### src/rtl/intc_pkg.sv
package intc_pkg;
    localparam int NCAUSE = 8;
    typedef logic [NCAUSE-1:0] cause_t;

    localparam int B_RX_PKT   = 0;
    localparam int B_RX_DMA   = 1;
    localparam int B_RX_EMPTY = 2;
    localparam int B_RX_HIGH  = 3;
    localparam int B_TX_PKT   = 4;
    localparam int B_TX_DMA   = 5;
    localparam int B_TX_FULL  = 6;
    localparam int B_TX_LOW   = 7;

    localparam cause_t IMM_MASK = 8'hCC;
    localparam cause_t RST_MASK = 8'h8A;

    // watermark gates: 0 = receive high mark, 1 = transmit low mark
    localparam int NGATE = 2;

    function automatic int gate_bit(int g);
        return (g == 0) ? B_RX_HIGH : B_TX_LOW;
    endfunction

    typedef struct packed {
        cause_t stat;
        cause_t mask;
    } regs_t;

    function automatic cause_t clear_set(logic rd, logic wr, cause_t wd);
        if (rd)
            return '1;
        else if (wr)
            return wd;
        return '0;
    endfunction
endpackage

### src/rtl/intc_wm_gate.sv
module intc_wm_gate (
    input  logic clk,
    input  logic rst,
    input  logic extreme,
    input  logic cause_in,
    output logic cause_out
);
    logic armed_q;

    assign cause_out = cause_in & armed_q;

    always_ff @(posedge clk) begin
        if (rst)
            armed_q <= 1'b0;
        else if (extreme)
            armed_q <= 1'b1;
        else if (cause_out)
            armed_q <= 1'b0;
    end
endmodule

### src/rtl/intc_regs.sv
module intc_regs
    import intc_pkg::*;
(
    input  logic   clk,
    input  logic   rst,
    input  cause_t post,
    input  logic   rd,
    input  logic   wr,
    input  cause_t wdata,
    input  logic   mask_wr,
    input  cause_t mask_wdata,
    output regs_t  q
);
    regs_t  d;
    cause_t clr;

    always_comb begin
        clr    = clear_set(rd, wr, wdata);
        d.stat = (q.stat & ~clr) | post;
        d.mask = mask_wr ? mask_wdata : q.mask;
    end

    always_ff @(posedge clk) begin
        if (rst) begin
            q.stat <= '0;
            q.mask <= RST_MASK;
        end else begin
            q <= d;
        end
    end
endmodule

### src/rtl/intc_coalesce.sv
module intc_coalesce
    import intc_pkg::*;
#(
    parameter int DELAY = 16
) (
    input  logic   clk,
    input  logic   rst,
    input  logic   en,
    input  cause_t pend,
    output logic   irq
);
    localparam int CW = (DELAY < 2) ? 1 : $clog2(DELAY);
    localparam logic [CW-1:0] LOAD = CW'(DELAY - 1);

    logic          armed_q;
    logic [CW-1:0] cnt_q;
    logic          fire;
    logic          irq_d;

    always_comb begin
        fire  = armed_q && (cnt_q == '0);
        irq_d = en && (pend != '0) &&
                (irq || ((pend & IMM_MASK) != '0) || fire);
    end

    always_ff @(posedge clk) begin
        if (rst) begin
            irq     <= 1'b0;
            armed_q <= 1'b0;
            cnt_q   <= '0;
        end else begin
            irq <= irq_d;
            if (!en || pend == '0 || irq_d) begin
                armed_q <= 1'b0;
            end else if (!armed_q) begin
                armed_q <= 1'b1;
                cnt_q   <= LOAD;
            end else begin
                cnt_q   <= cnt_q - 1'b1;
            end
        end
    end
endmodule

### src/rtl/intc_wm_ctrl.sv
module intc_wm_ctrl
    import intc_pkg::*;
#(
    parameter int DELAY = 16
) (
    input  logic       clk,
    input  logic       rst,
    input  logic [7:0] evt_post,
    input  logic       rx_fifo_empty,
    input  logic       tx_fifo_full,
    input  logic       stat_rd,
    input  logic       stat_wr,
    input  logic [7:0] stat_wdata,
    input  logic       mask_wr,
    input  logic [7:0] mask_wdata,
    input  logic       intr_en,
    output logic       intr_o,
    output logic [7:0] stat_rdata,
    output logic [7:0] mask_rdata
);
    logic [NGATE-1:0] extremes;
    logic [NGATE-1:0] gate_out;
    cause_t           post_g;
    regs_t            regs_q;

    assign extremes = {tx_fifo_full, rx_fifo_empty};

    for (genvar g = 0; g < NGATE; g++) begin : g_gate
        localparam int BIT = gate_bit(g);
        intc_wm_gate u_gate (
            .clk      (clk),
            .rst      (rst),
            .extreme  (extremes[g]),
            .cause_in (evt_post[BIT]),
            .cause_out(gate_out[g])
        );
    end

    always_comb begin
        post_g = evt_post;
        for (int g = 0; g < NGATE; g++)
            post_g[gate_bit(g)] = gate_out[g];
    end

    intc_regs u_regs (
        .clk       (clk),
        .rst       (rst),
        .post      (post_g),
        .rd        (stat_rd),
        .wr        (stat_wr),
        .wdata     (stat_wdata),
        .mask_wr   (mask_wr),
        .mask_wdata(mask_wdata),
        .q         (regs_q)
    );

    intc_coalesce #(.DELAY(DELAY)) u_coal (
        .clk (clk),
        .rst (rst),
        .en  (intr_en),
        .pend(regs_q.stat & regs_q.mask),
        .irq (intr_o)
    );

    assign stat_rdata = regs_q.stat;
    assign mask_rdata = regs_q.mask;
endmodule

### config.mk
export PLATFORM = sky130hd
export DESIGN_NAME = intc_wm_ctrl
export DESIGN_NICKNAME = d
export VERILOG_FILES = /design/src/rtl/intc_pkg.sv /design/src/rtl/intc_wm_gate.sv /design/src/rtl/intc_regs.sv /design/src/rtl/intc_coalesce.sv /design/src/rtl/intc_wm_ctrl.sv
export SDC_FILE = /design/constraint.sdc
export NUM_CORES = 1
export LEC_CHECK = 0
export BUFFER_PORTS_ARGS = -buffer_cell sky130_fd_sc_hd__buf_2
export CORE_ASPECT_RATIO = 0.75
export CORE_MARGIN = 2
export CORE_UTILIZATION = 24
export CTS_CLUSTER_DIAMETER = 50
export CTS_CLUSTER_SIZE = 16
export DETAILED_ROUTE_END_ITERATION = 10
export GPL_TIMING_DRIVEN = 0
export PLACE_DENSITY_LB_ADDON = 0.15
export SETUP_SLACK_MARGIN = 0.15
export SLEW_MARGIN = 20
export SYNTH_ARGS = -nofsm -noshare
export SYNTH_HDL_FRONTEND = slang
export SYNTH_HIERARCHICAL = 1
export SYNTH_SLANG_ARGS = --single-unit
### constraint.sdc
create_clock -name clk -period 2.5 [get_ports clk]
set_input_delay 0.125 -clock clk [delete_from_list [all_inputs] [get_ports clk]]
set_output_delay 0.125 -clock clk [all_outputs]
set_load 0.1 [all_outputs]
==> flow_metrics.tcl, run 1 <==
set metrics [dict create \
    grt_usage 0.115 \
    ios 49 \
    setup_tns_ns 0 \
    status "finished, final reports clean" \
    synthTopCellsByArea "dfxtp_1 (47%), nor2_1 (5.5%), a31oi_1 (4.9%)" \
    die_h_um 60.6 \
    syn-cell-area_um2 1030 \
    crit_family "simple AND/OR/NAND/NOR gates" \
    worstPathRequired_ns 2.68 \
    syn_nets 144 \
    antenna_found_initial 0 \
    cts_hold_buf 0 \
    area_delta_synth_final_pct 35.0 \
    cts_tree "built" \
    dpl.hpwl_um 1970 \
    relSlewSlack 0.674 \
    grt_pass1_wl_um 4140 \
    yosysMostFrequentCell "dfxtp_1" \
    drc 0 \
    overflow 0 \
    place_ws_ns 0.750 \
    grt_pass1_vias 890 \
    ys.flop_type "dfxtp_1" \
    met3_length_um 137 \
    wl_met2_um 1120 \
    synthArstFlopShare 0 \
    final_max_slew_viol_count 0 \
    dieArea_um2 4820 \
    clock-root-buffer "clkbuf_8" \
    totalWireLength_um 2560 \
    synth_edf_count 0 \
    insertion_delay_ns 0.27 \
    skew_ns 0.00475 \
    drt_iter0_drc 22 \
    cp_cell_sequence "and2_1 > or4_4 > and4bb_4 > and2_4 > a311oi_1" \
    seq_area_frac_synth 0.468 \
    wl_met1_um 1280 \
    worstSetupPathType "register to register" \
    drtPass1Iterations 4 \
    grt_max_degree 14 \
    max-cap-violations 0 \
    syn_inst 110 \
    synth_cell_type_count 28 \
    netlist.top_cell.by_area "dfxtp_1" \
    clkTransAtPathRegs_ns 0.09 \
    initial_utilization 0.252 \
    via_count 923 \
    ant_nets 0 \
    finalHoldViolCount 0 \
    power_density_nw_per_um2 672 \
    synth_common_cells "dfxtp_1 (24), nor2_1 (15), a31oi_1 (8), and2_1 (8), nand2_1 (8)" \
    finalCriticalPeriod_ns 1.76 \
    fmax_ghz 0.567 \
    rsz0062_at_grt "false" \
    clockBufferDepth 2 \
    path_buf_inv 0 \
    ys_warn_count 6 \
    antenna_cells 0 \
    nFillCells 433 \
    worst_slew_pin_slew_ns 0.492 \
    num_rows 20 \
    top_layer_used "met4" \
    setup_slack_ns 0.737 \
    postCtsSetupBuffers 0 \
    cp_slowest_cell "or4_4" \
    setup_viol_count_final 0 \
    multi_input_comb_area_um2 500 \
    power_leakage_nw 0.653 \
    gp_congestion 0.718 \
    start_kind "register" \
    worstPathArrival_ns 1.94 \
    nets 196 \
    critPathMaxStageDelay_ns 0.54 \
    ir_drop_v 0.000241 \
    final_layout_size_suffix_gt1_frac 0.398 \
    cts.repair.resized 0 \
    coreArea_um2 4080 \
    register_area_um2 480 \
    wl_per_cell_um 11.8 \
    cts_buffers 3 \
    numPortBuffers 47 \
    critPathMaxFanout 7 \
    netlist.area_leader.share 0.468 \
    clock-sinks 24 \
    crit_path_end_kind "register" \
    die_w_um 79.5 \
    post-route-period-util 0.705 \
    htree_num_levels 1 \
    avgSynthCellArea_um2 9.33 \
    ys_ff_latch 24 \
    worstHoldPathType "input pin to register" \
    viasPerCell 4.27 \
]
-- flip-flops by register name (all words and copies together) (netlist names) --
name and cells:
u_coal/irq 1, u_coal/cnt_q 4, u_coal/armed_q 1, g_gate.u_gate/armed_q 2, u_regs/q 16
-- kinds of logic after synthesis --
family,Yosys count,synth area share
AO/OA/AOI/OAI,21,0.144
adder cells (fa/ha/maj),2,0.0244
buffers and inverters,9,0.0439
flip-flops,24,0.468
multiplexers,5,0.0488
AND/OR/NAND/NOR,49,0.271
-- layer usage --
layer / vias up / global-route usage
li1: 482 / -
met1: 414 / 0.149
met2: 25 / 0.184
met3: 2 / 0.0357
met4: 0 / 0.0369
met5: - / 0
-- layout by cell type, fill, tap and decap left out --
| cell type | Yosys | routed |
|---|---|---|
| nor4_1 | 1 | 1 |
| nor2b_2 | 2 | 2 |
| buf_2 | 2 | 49 |
| and2_2 | 2 | 2 |
| nand2_1 | 8 | 8 |
| a31oi_1 | 8 | 8 |
| nor3_1 | 1 | 1 |
| a211o_1 | 3 | 3 |
| clkbuf_8 | 0 | 4 |
| and4bb_4 | 1 | 1 |
| and2b_1 | 1 | 1 |
| clkbuf_2 | 1 | 1 |
| a211oi_1 | 1 | 1 |
| mux2i_1 | 5 | 5 |
| a21oi_2 | 2 | 2 |
| o21ai_0 | 1 | 1 |
| and2_4 | 1 | 1 |
| a311oi_1 | 3 | 3 |
| nor2_1 | 15 | 15 |
| and2_1 | 8 | 8 |
| dfxtp_1 | 24 | 24 |
| or4_4 | 1 | 1 |
| nor2b_1 | 1 | 1 |
| buf_6 | 1 | 1 |
| ha_1 | 2 | 2 |
| nor4bb_1 | 1 | 1 |
| a21oi_1 | 3 | 3 |
| nand2b_1 | 6 | 6 |
| inv_1 | 5 | 5 |
-- layout make-up --
class                   instances  share of cell area
multi-input cells              77               0.361
flip-flops and latches         24               0.347
repair buffers                 47               0.170
well taps                      55              0.0497
clock buffers                   4              0.0397
plain buffers                   4              0.0190
inverters                       5              0.0136
-- worst paths after layout --
kind	from	end	slack, ns	cells past startpoint
min reg2reg	g_gate[1].u_gate/armed_q$_SDFFE_PP0P_	g_gate[1].u_gate/armed_q$_SDFFE_PP0P_	0.48	2
min	mask_wdata[7]	u_regs/q[7]$_SDFFE_PP1P_	0.06	2
max	u_regs/q[9]$_SDFF_PP0_	u_coal/cnt_q[2]$_SDFFE_PP0N_	0.74	5
max reg2reg	u_regs/q[9]$_SDFF_PP0_	u_coal/cnt_q[2]$_SDFFE_PP0N_	0.74	5
-- metrics by stage --
stage / instance area [um2] / power, mW / std cells / util / hold slack [ns]
final: 1390 / 0.931 / 216 / 0.340 / 0.0595
after global routing: 1390 / 0.980 / 216 / 0.340 / 0.0488
after CTS: 1390 / 0.950 / 216 / 0.340 / 0.0528
after detailed placement: 1330 / 0.677 / 212 / 0.326 / 0.338
after global placement: 1330 / 0.673 / 212 / 0.326 / 0.330
after floorplan: 1030 / 0.617 / 110 / - / 0.187
-- power by group --
part | total, mW | internal [mW] | switching (mW)
Sequential | 0.424 | 0.407 | 0.0169
Clock | 0.265 | 0.141 | 0.124
Combinational | 0.242 | 0.0683 | 0.174
-- worst register-to-register path, cell delays in order (launching register included) --
cell	delay, ns
dfxtp_1	0.33
and2_1	0.15
or4_4	0.54
and4bb_4	0.24
and2_4	0.17
a311oi_1	0.25
No activity file was read; power rests on OpenSTA's default activity.
==> inputs of run 2 (changes only) <==
--- a/config.mk
+++ b/config.mk
@@ -5,6 +5,7 @@
 export SDC_FILE = /design/constraint.sdc
 export NUM_CORES = 1
 export LEC_CHECK = 0
+export ABC_AREA = 1
 export BUFFER_PORTS_ARGS = -buffer_cell sky130_fd_sc_hd__buf_2
 export CORE_ASPECT_RATIO = 0.75
 export CORE_MARGIN = 2
==> constraint.sdc (replaced) <==
create_clock -name clk -period 1.8 [get_ports clk]
set_input_delay 0.09 -clock clk [delete_from_list [all_inputs] [get_ports clk]]
set_output_delay 0.09 -clock clk [all_outputs]
set_load 0.1 [all_outputs]
==> flow_metrics.tcl, run 2 <==
set metrics [dict create \
    antenna_cells 0 \
    viasPerCell 4.03 \
    worstSetupPathType "register to register" \
    layout_commonest_cell "buf_2" \
    max-cap-violations 0 \
    power_leakage_nw 0.876 \
    syn_inst 171 \
    skew_ns 0.00634 \
    power.internal_uw 982 \
    drt_iter0_drc 35 \
    grt_pass1_vias 1037 \
    overflow 0 \
    synthTopCellsByArea "dfxtp_1 (40%), nand2_1 (12%), inv_1 (9.4%)" \
    grt_max_degree 15 \
    startpoint "u_coal/cnt_q[1]$_SDFFE_PP0N_" \
    yosysMostFrequentCell "nand2_1" \
    ys.flop_type "dfxtp_1" \
    grt_pass1_wl_um 4780 \
    status "finished, final reports clean" \
    setup_tns_ns 0 \
    area_delta_synth_final_pct 33.1 \
    die_h_um 65.2 \
    die_w_um 85.6 \
    finalHoldViolCount 0 \
    synth_cell_type_count 22 \
    dieArea_um2 5580 \
    via_count 1133 \
    min_from "mask_wdata[1]" \
    clock-sinks 24 \
    gp_congestion 0.768 \
    avgSynthCellArea_um2 7.01 \
    ys_warn_count 6 \
    syn_nets 205 \
    ys_ff_latch 24 \
    coreArea_um2 4840 \
    antenna_found_initial 0 \
    ant_nets 0 \
    p_comb_frac 0.277 \
    dp_cells 277 \
    worst_slew_pin_slew_ns 0.496 \
    largest_reg_flops 16 \
    cts_hold_buf 0 \
    start_kind "register" \
    ir_drop_v 0.000371 \
    cts_tree "built" \
    wl_per_cell_um 10.4 \
    numPortBuffers 46 \
    finalCriticalPeriod_ns 1.30 \
    relSlewSlack 0.672 \
    grt_usage 0.110 \
    seqPwrFrac 0.402 \
    num_rows 22 \
    top_register "u_regs/q" \
    rsz0062_at_grt "false" \
    clock-root-buffer "clkbuf_8" \
    final_layout_size_suffix_gt1_frac 0.394 \
    critPathMaxFanout 6 \
    clockBufferDepth 2 \
    seq_area_frac_synth 0.401 \
    synth_common_cells "nand2_1 (38), inv_1 (30), dfxtp_1 (24), nor2_1 (24), nand3_1 (14)" \
    reg2reg_from "u_coal/cnt_q[1]$_SDFFE_PP0N_" \
    nets 256 \
    insertion_delay_ns 0.27 \
    cts_buffers 3 \
    top_regs "u_regs/q (16), u_coal/cnt_q (4), g_gate.u_gate/armed_q (2)" \
    swShare 0.350 \
    fmax_ghz 0.770 \
    crit_path_end_kind "register" \
    totalWireLength_um 2910 \
    drtPass1Iterations 4 \
    cts.repair.resized 0 \
    syn-cell-area_um2 1200 \
    power_density_nw_per_um2 947 \
    layout_common_cells "buf_2 (46), nand2_1 (38), inv_1 (30)" \
    netlist.top_cell.by_area "dfxtp_1" \
    clkPwrFrac 0.321 \
    post-route-period-util 0.721 \
    ios 49 \
    synth_edf_count 0 \
    netlist.area_leader.share 0.401 \
    nFillCells 552 \
    drc 0 \
    switchingPower_uw 529 \
    initial_utilization 0.247 \
    worstPathRequired_ns 2.02 \
    clkTransAtPathRegs_ns 0.09 \
    stdcell_count 281 \
    worstHoldPathType "input pin to register" \
    final_max_slew_viol_count 0 \
    synthArstFlopShare 0 \
    setup_viol_count_final 0 \
    worstPathArrival_ns 1.52 \
    dpl.hpwl_um 2320 \
    htree_num_levels 1 \
    postCtsSetupBuffers 0 \
]
==> run 2: cell count changes after synthesis, moves of 7 or more <==
cell     before  now
a21oi_1       3   10
inv_1         5   30
nor2_1       15   24
and2_1        8    0
a31oi_1       8    0
nand2_1       8   38
nand3_1       0   14
==> run 2: power by group through the flow <==
stage / sequential [mW] / clock, mW / combinational [mW]
after global placement: 0.621 / 0 / 0.422
after global routing: 0.614 / 0.523 / 0.454
after floorplan: 0.785 / 0 / 0.162
final: 0.607 / 0.484 / 0.419
after detailed placement: 0.621 / 0 / 0.422
after CTS: 0.608 / 0.506 / 0.423
==> run 2: cell type report <==
type                            instances  area [um2]  share of cell area
Buffer                                  3        33.8              0.0212
Clock buffer                            3        41.3              0.0259
Clock inverter                          1        30.0              0.0188
Inverter                               36         145              0.0910
Multi-Input combinational cell        108         539               0.338
Sequential cell                        24         500               0.314
Tap cell                               60        75.1              0.0471
Timing Repair Buffer                   46         230               0.144
==> run 2: per-layer routing <==
layer | share of wire | GRT usage
met4 | 0.0093 | 0.0357
met5 | 0 | 0
met2 | 0.41 | 0.167
met3 | 0.048 | 0.0264
met1 | 0.53 | 0.154
==> run 2: cell families after synthesis <==
| group | Yosys count | share of synthesized area |
|---|---|---|
| and+or+nand+nor | 88 | 0.348 |
| AOI/OAI and AO/OA | 18 | 0.0814 |
| buffers and inverters | 39 | 0.149 |
| adders and majority gates | 2 | 0.0209 |
| DFF | 24 | 0.401 |
==> run 2: worst max-delay path, cell delays in order, from the launching register on <==
cell     delay [ns]
dfxtp_1        0.37
inv_1          0.07
ha_1           0.18
nand2_2        0.08
nor2_4         0.05
nor2_8         0.15
inv_2          0.06
nor2_4         0.14
nor2_1         0.05
nor2_1         0.09
==> run 2: final timing paths <==
path	slack (ns)	cells after the start	to
setup / recovery	0.50	9	u_coal/cnt_q[1]$_SDFFE_PP0N_
hold reg to reg	0.47	2	g_gate[1].u_gate/armed_q$_SDFFE_PP0P_
hold / removal	0.03	3	u_regs/q[1]$_SDFFE_PP1P_
setup reg to reg	0.50	9	u_coal/cnt_q[1]$_SDFFE_PP0N_
==> run 2: per-stage QoR <==
stage | utilization | setup slack [ns] | area, um2 | hold slack [ns] | power [mW]
floorplan | - | 0.142 | 1220 | 0.152 | 0.947
global placement | 0.315 | 0.506 | 1520 | 0.313 | 1.04
detailed placement | 0.315 | 0.520 | 1520 | 0.308 | 1.04
CTS | 0.329 | 0.496 | 1600 | 0.0221 | 1.54
global route | 0.329 | 0.418 | 1600 | 0.0315 | 1.59
finish | 0.329 | 0.501 | 1600 | 0.0310 | 1.51
==> inputs of run 3 (changes only) <==
==> constraint.sdc (replaced) <==
create_clock -name clk -period 1.1 [get_ports clk]
set_input_delay 0.055 -clock clk [delete_from_list [all_inputs] [get_ports clk]]
set_output_delay 0.055 -clock clk [all_outputs]
set_load 0.1 [all_outputs]
==> flow_metrics.tcl, run 3 (synthesis gave the netlist of run 2 again) <==
set metrics [dict create \
    die_w_um 85.6 \
    insertion_delay_ns 0.27 \
    power_leakage_nw 1.01 \
    die_h_um 65.2 \
    setup_tns_ns -0.503 \
    min_path_cells 3 \
    place_ws_ns -0.177 \
    antenna_cells 0 \
    htree_num_levels 1 \
    worstPathRequired_ns 1.31 \
    layout_commonest_cell "nand2_1" \
    stdcell_count 298 \
    numPortBuffers 46 \
    ir_drop_v 0.000908 \
    final_layout_size_suffix_gt1_frac 0.479 \
    drc 0 \
    start_kind "register" \
    cts_tree "built" \
    dpl.hpwl_um 2300 \
    grt_pass1_vias 1156 \
    initial_utilization 0.247 \
    p_comb_frac 0.349 \
    totalWireLength_um 3150 \
    wl_per_cell_um 10.6 \
    drt_iter0_drc 34 \
    clkPwrFrac 0.269 \
    dieArea_um2 5580 \
    worst_slew_pin_slew_ns 0.232 \
    cts_buffers 3 \
    worstSetupPathType "register to register" \
    setup_viol_count_final 4 \
    final_max_slew_viol_count 0 \
    clockBufferDepth 2 \
    power.internal_mw 1.66 \
    clock-sinks 24 \
    reg2regPathDepth 9 \
    grt_pass1_wl_um 5240 \
    layout_common_cells "nand2_1 (33), buf_2 (29), inv_1 (25)" \
    coreArea_um2 4840 \
    antenna_found_initial 0 \
    crit_path_end_kind "register" \
    top_regs "u_regs/q (16), u_coal/cnt_q (4), g_gate.u_gate/armed_q (2)" \
    rsz0062_at_grt "true" \
    holdPathEnd "u_regs/q[6]$_SDFFE_PP0P_" \
    critPathMaxFanout 4 \
    post-route-period-util 1.14 \
    grt_usage 0.116 \
    status "complete, but fails checks" \
    viasPerCell 4.12 \
    r2r_slack_ns -0.15 \
    fin_util 0.416 \
    via_count 1229 \
    largest_reg_flops 16 \
    swShare 0.356 \
    min_from "mask_wdata[6]" \
    ios 49 \
    violations "negative setup slack" \
    overflow 0 \
    clock-root-buffer "clkbuf_8" \
    clkTransAtPathRegs_ns 0.09 \
    nets 273 \
    top_register "u_regs/q" \
    num_rows 22 \
    finalHoldViolCount 0 \
    skew_ns 0.00767 \
    drtPass1Iterations 4 \
    power_density_nw_per_um2 1280 \
    seqPwrFrac 0.383 \
    relSlewSlack 0.845 \
    nFillCells 509 \
    finalCriticalPeriod_ns 1.25 \
    r2r_end "u_coal/cnt_q[1]$_SDFFE_PP0N_" \
    switchingPower_uw 918 \
    setup_slack_ns -0.149 \
    fmax_ghz 0.801 \
    dp_cells 277 \
    grt_max_degree 15 \
    gp_congestion 0.745 \
    reg2reg_from "u_coal/cnt_q[0]$_SDFFE_PP0N_" \
    worstPathArrival_ns 1.46 \
    worstHoldPathType "input pin to register" \
    max-cap-violations 0 \
    area_delta_synth_final_pct 68.2 \
    ant_nets 0 \
]
## run 3: cell count changes in the layout (fill, tap and decap cells not counted), sizes merged
cell and change:
buf +11, bufinv -1, clkbuf +1, dlygate4sd3 +6
## run 3: layout make-up
class / count / area, um2 / area share
timing repair buffer: 63 / 554 / 0.275
inverter: 36 / 148 / 0.0732
multi-input combinational: 108 / 592 / 0.294
tap: 60 / 75.1 / 0.0372
buffer: 3 / 33.8 / 0.0168
sequential: 24 / 547 / 0.271
clock buffer: 4 / 66.3 / 0.0329
## run 3: worst max-delay path: stages (launching register included)
cell     delay (ns)
dfxtp_2        0.37
inv_4          0.05
ha_4           0.15
nand2_4        0.07
nor2_4         0.05
nor2_8         0.16
inv_2          0.06
nor2_4         0.14
nor2_1         0.05
nor2_1         0.09
## run 3: stage by stage
step                instance area (um2)  hold WS (ns)  power (mW)
floorplan                          1270         0.117        1.54
global placement                   1580         0.270        1.69
detailed placement                 1580         0.272        1.69
CTS                                1850       0.00130        2.50
global route                       2020       0.00911        2.74
finish                             2020       0.00891        2.58
## run 3: worst max path at each step
stage / startpoint / end / slack (ns) / cells after the start
floorplan: u_regs/q[14]$_SDFF_PP0_ / u_coal/cnt_q[1]$_SDFFE_PP0N_ / -0.20 / 9
global placement: u_coal/cnt_q[0]$_SDFFE_PP0N_ / u_coal/cnt_q[1]$_SDFFE_PP0N_ / -0.19 / 9
detailed placement: u_coal/cnt_q[1]$_SDFFE_PP0N_ / u_coal/cnt_q[1]$_SDFFE_PP0N_ / -0.18 / 9
CTS: u_regs/q[15]$_SDFF_PP0_ / u_coal/cnt_q[1]$_SDFFE_PP0N_ / -0.13 / 9
global route: u_regs/q[14]$_SDFF_PP0_ / u_coal/cnt_q[1]$_SDFFE_PP0N_ / -0.24 / 9
finish: u_coal/cnt_q[0]$_SDFFE_PP0N_ / u_coal/cnt_q[1]$_SDFFE_PP0N_ / -0.15 / 9
## run 3: power groups by stage
stage	Combinational, mW	Sequential [mW]	Clock (mW)
4_1_cts	0.787	0.986	0.732
6_report	0.900	0.988	0.693
3_5_place_dp	0.695	0.996	0
5_1_grt	0.972	0.998	0.765
2_1_floorplan	0.272	1.27	0
3_3_place_gp	0.696	0.997	0
## run 3: per-layer routing
metal | vias up | share of wire | GRT usage
met1 | 549 | 0.52 | 0.163
met2 | 27 | 0.43 | 0.182
li1 | 651 | - | -
met4 | 0 | 0.0092 | 0.0238
met3 | 2 | 0.041 | 0.0289
met5 | - | 0 | 0
## run 3: repair_timing
action,in CTS,in global routing
hold buffers,6,0
gates resized for setup,44,24
buffers inserted,3,8
pin swaps,13,10
hold endpoints to repair,6,0
endpoints found under the setup margin,23,11
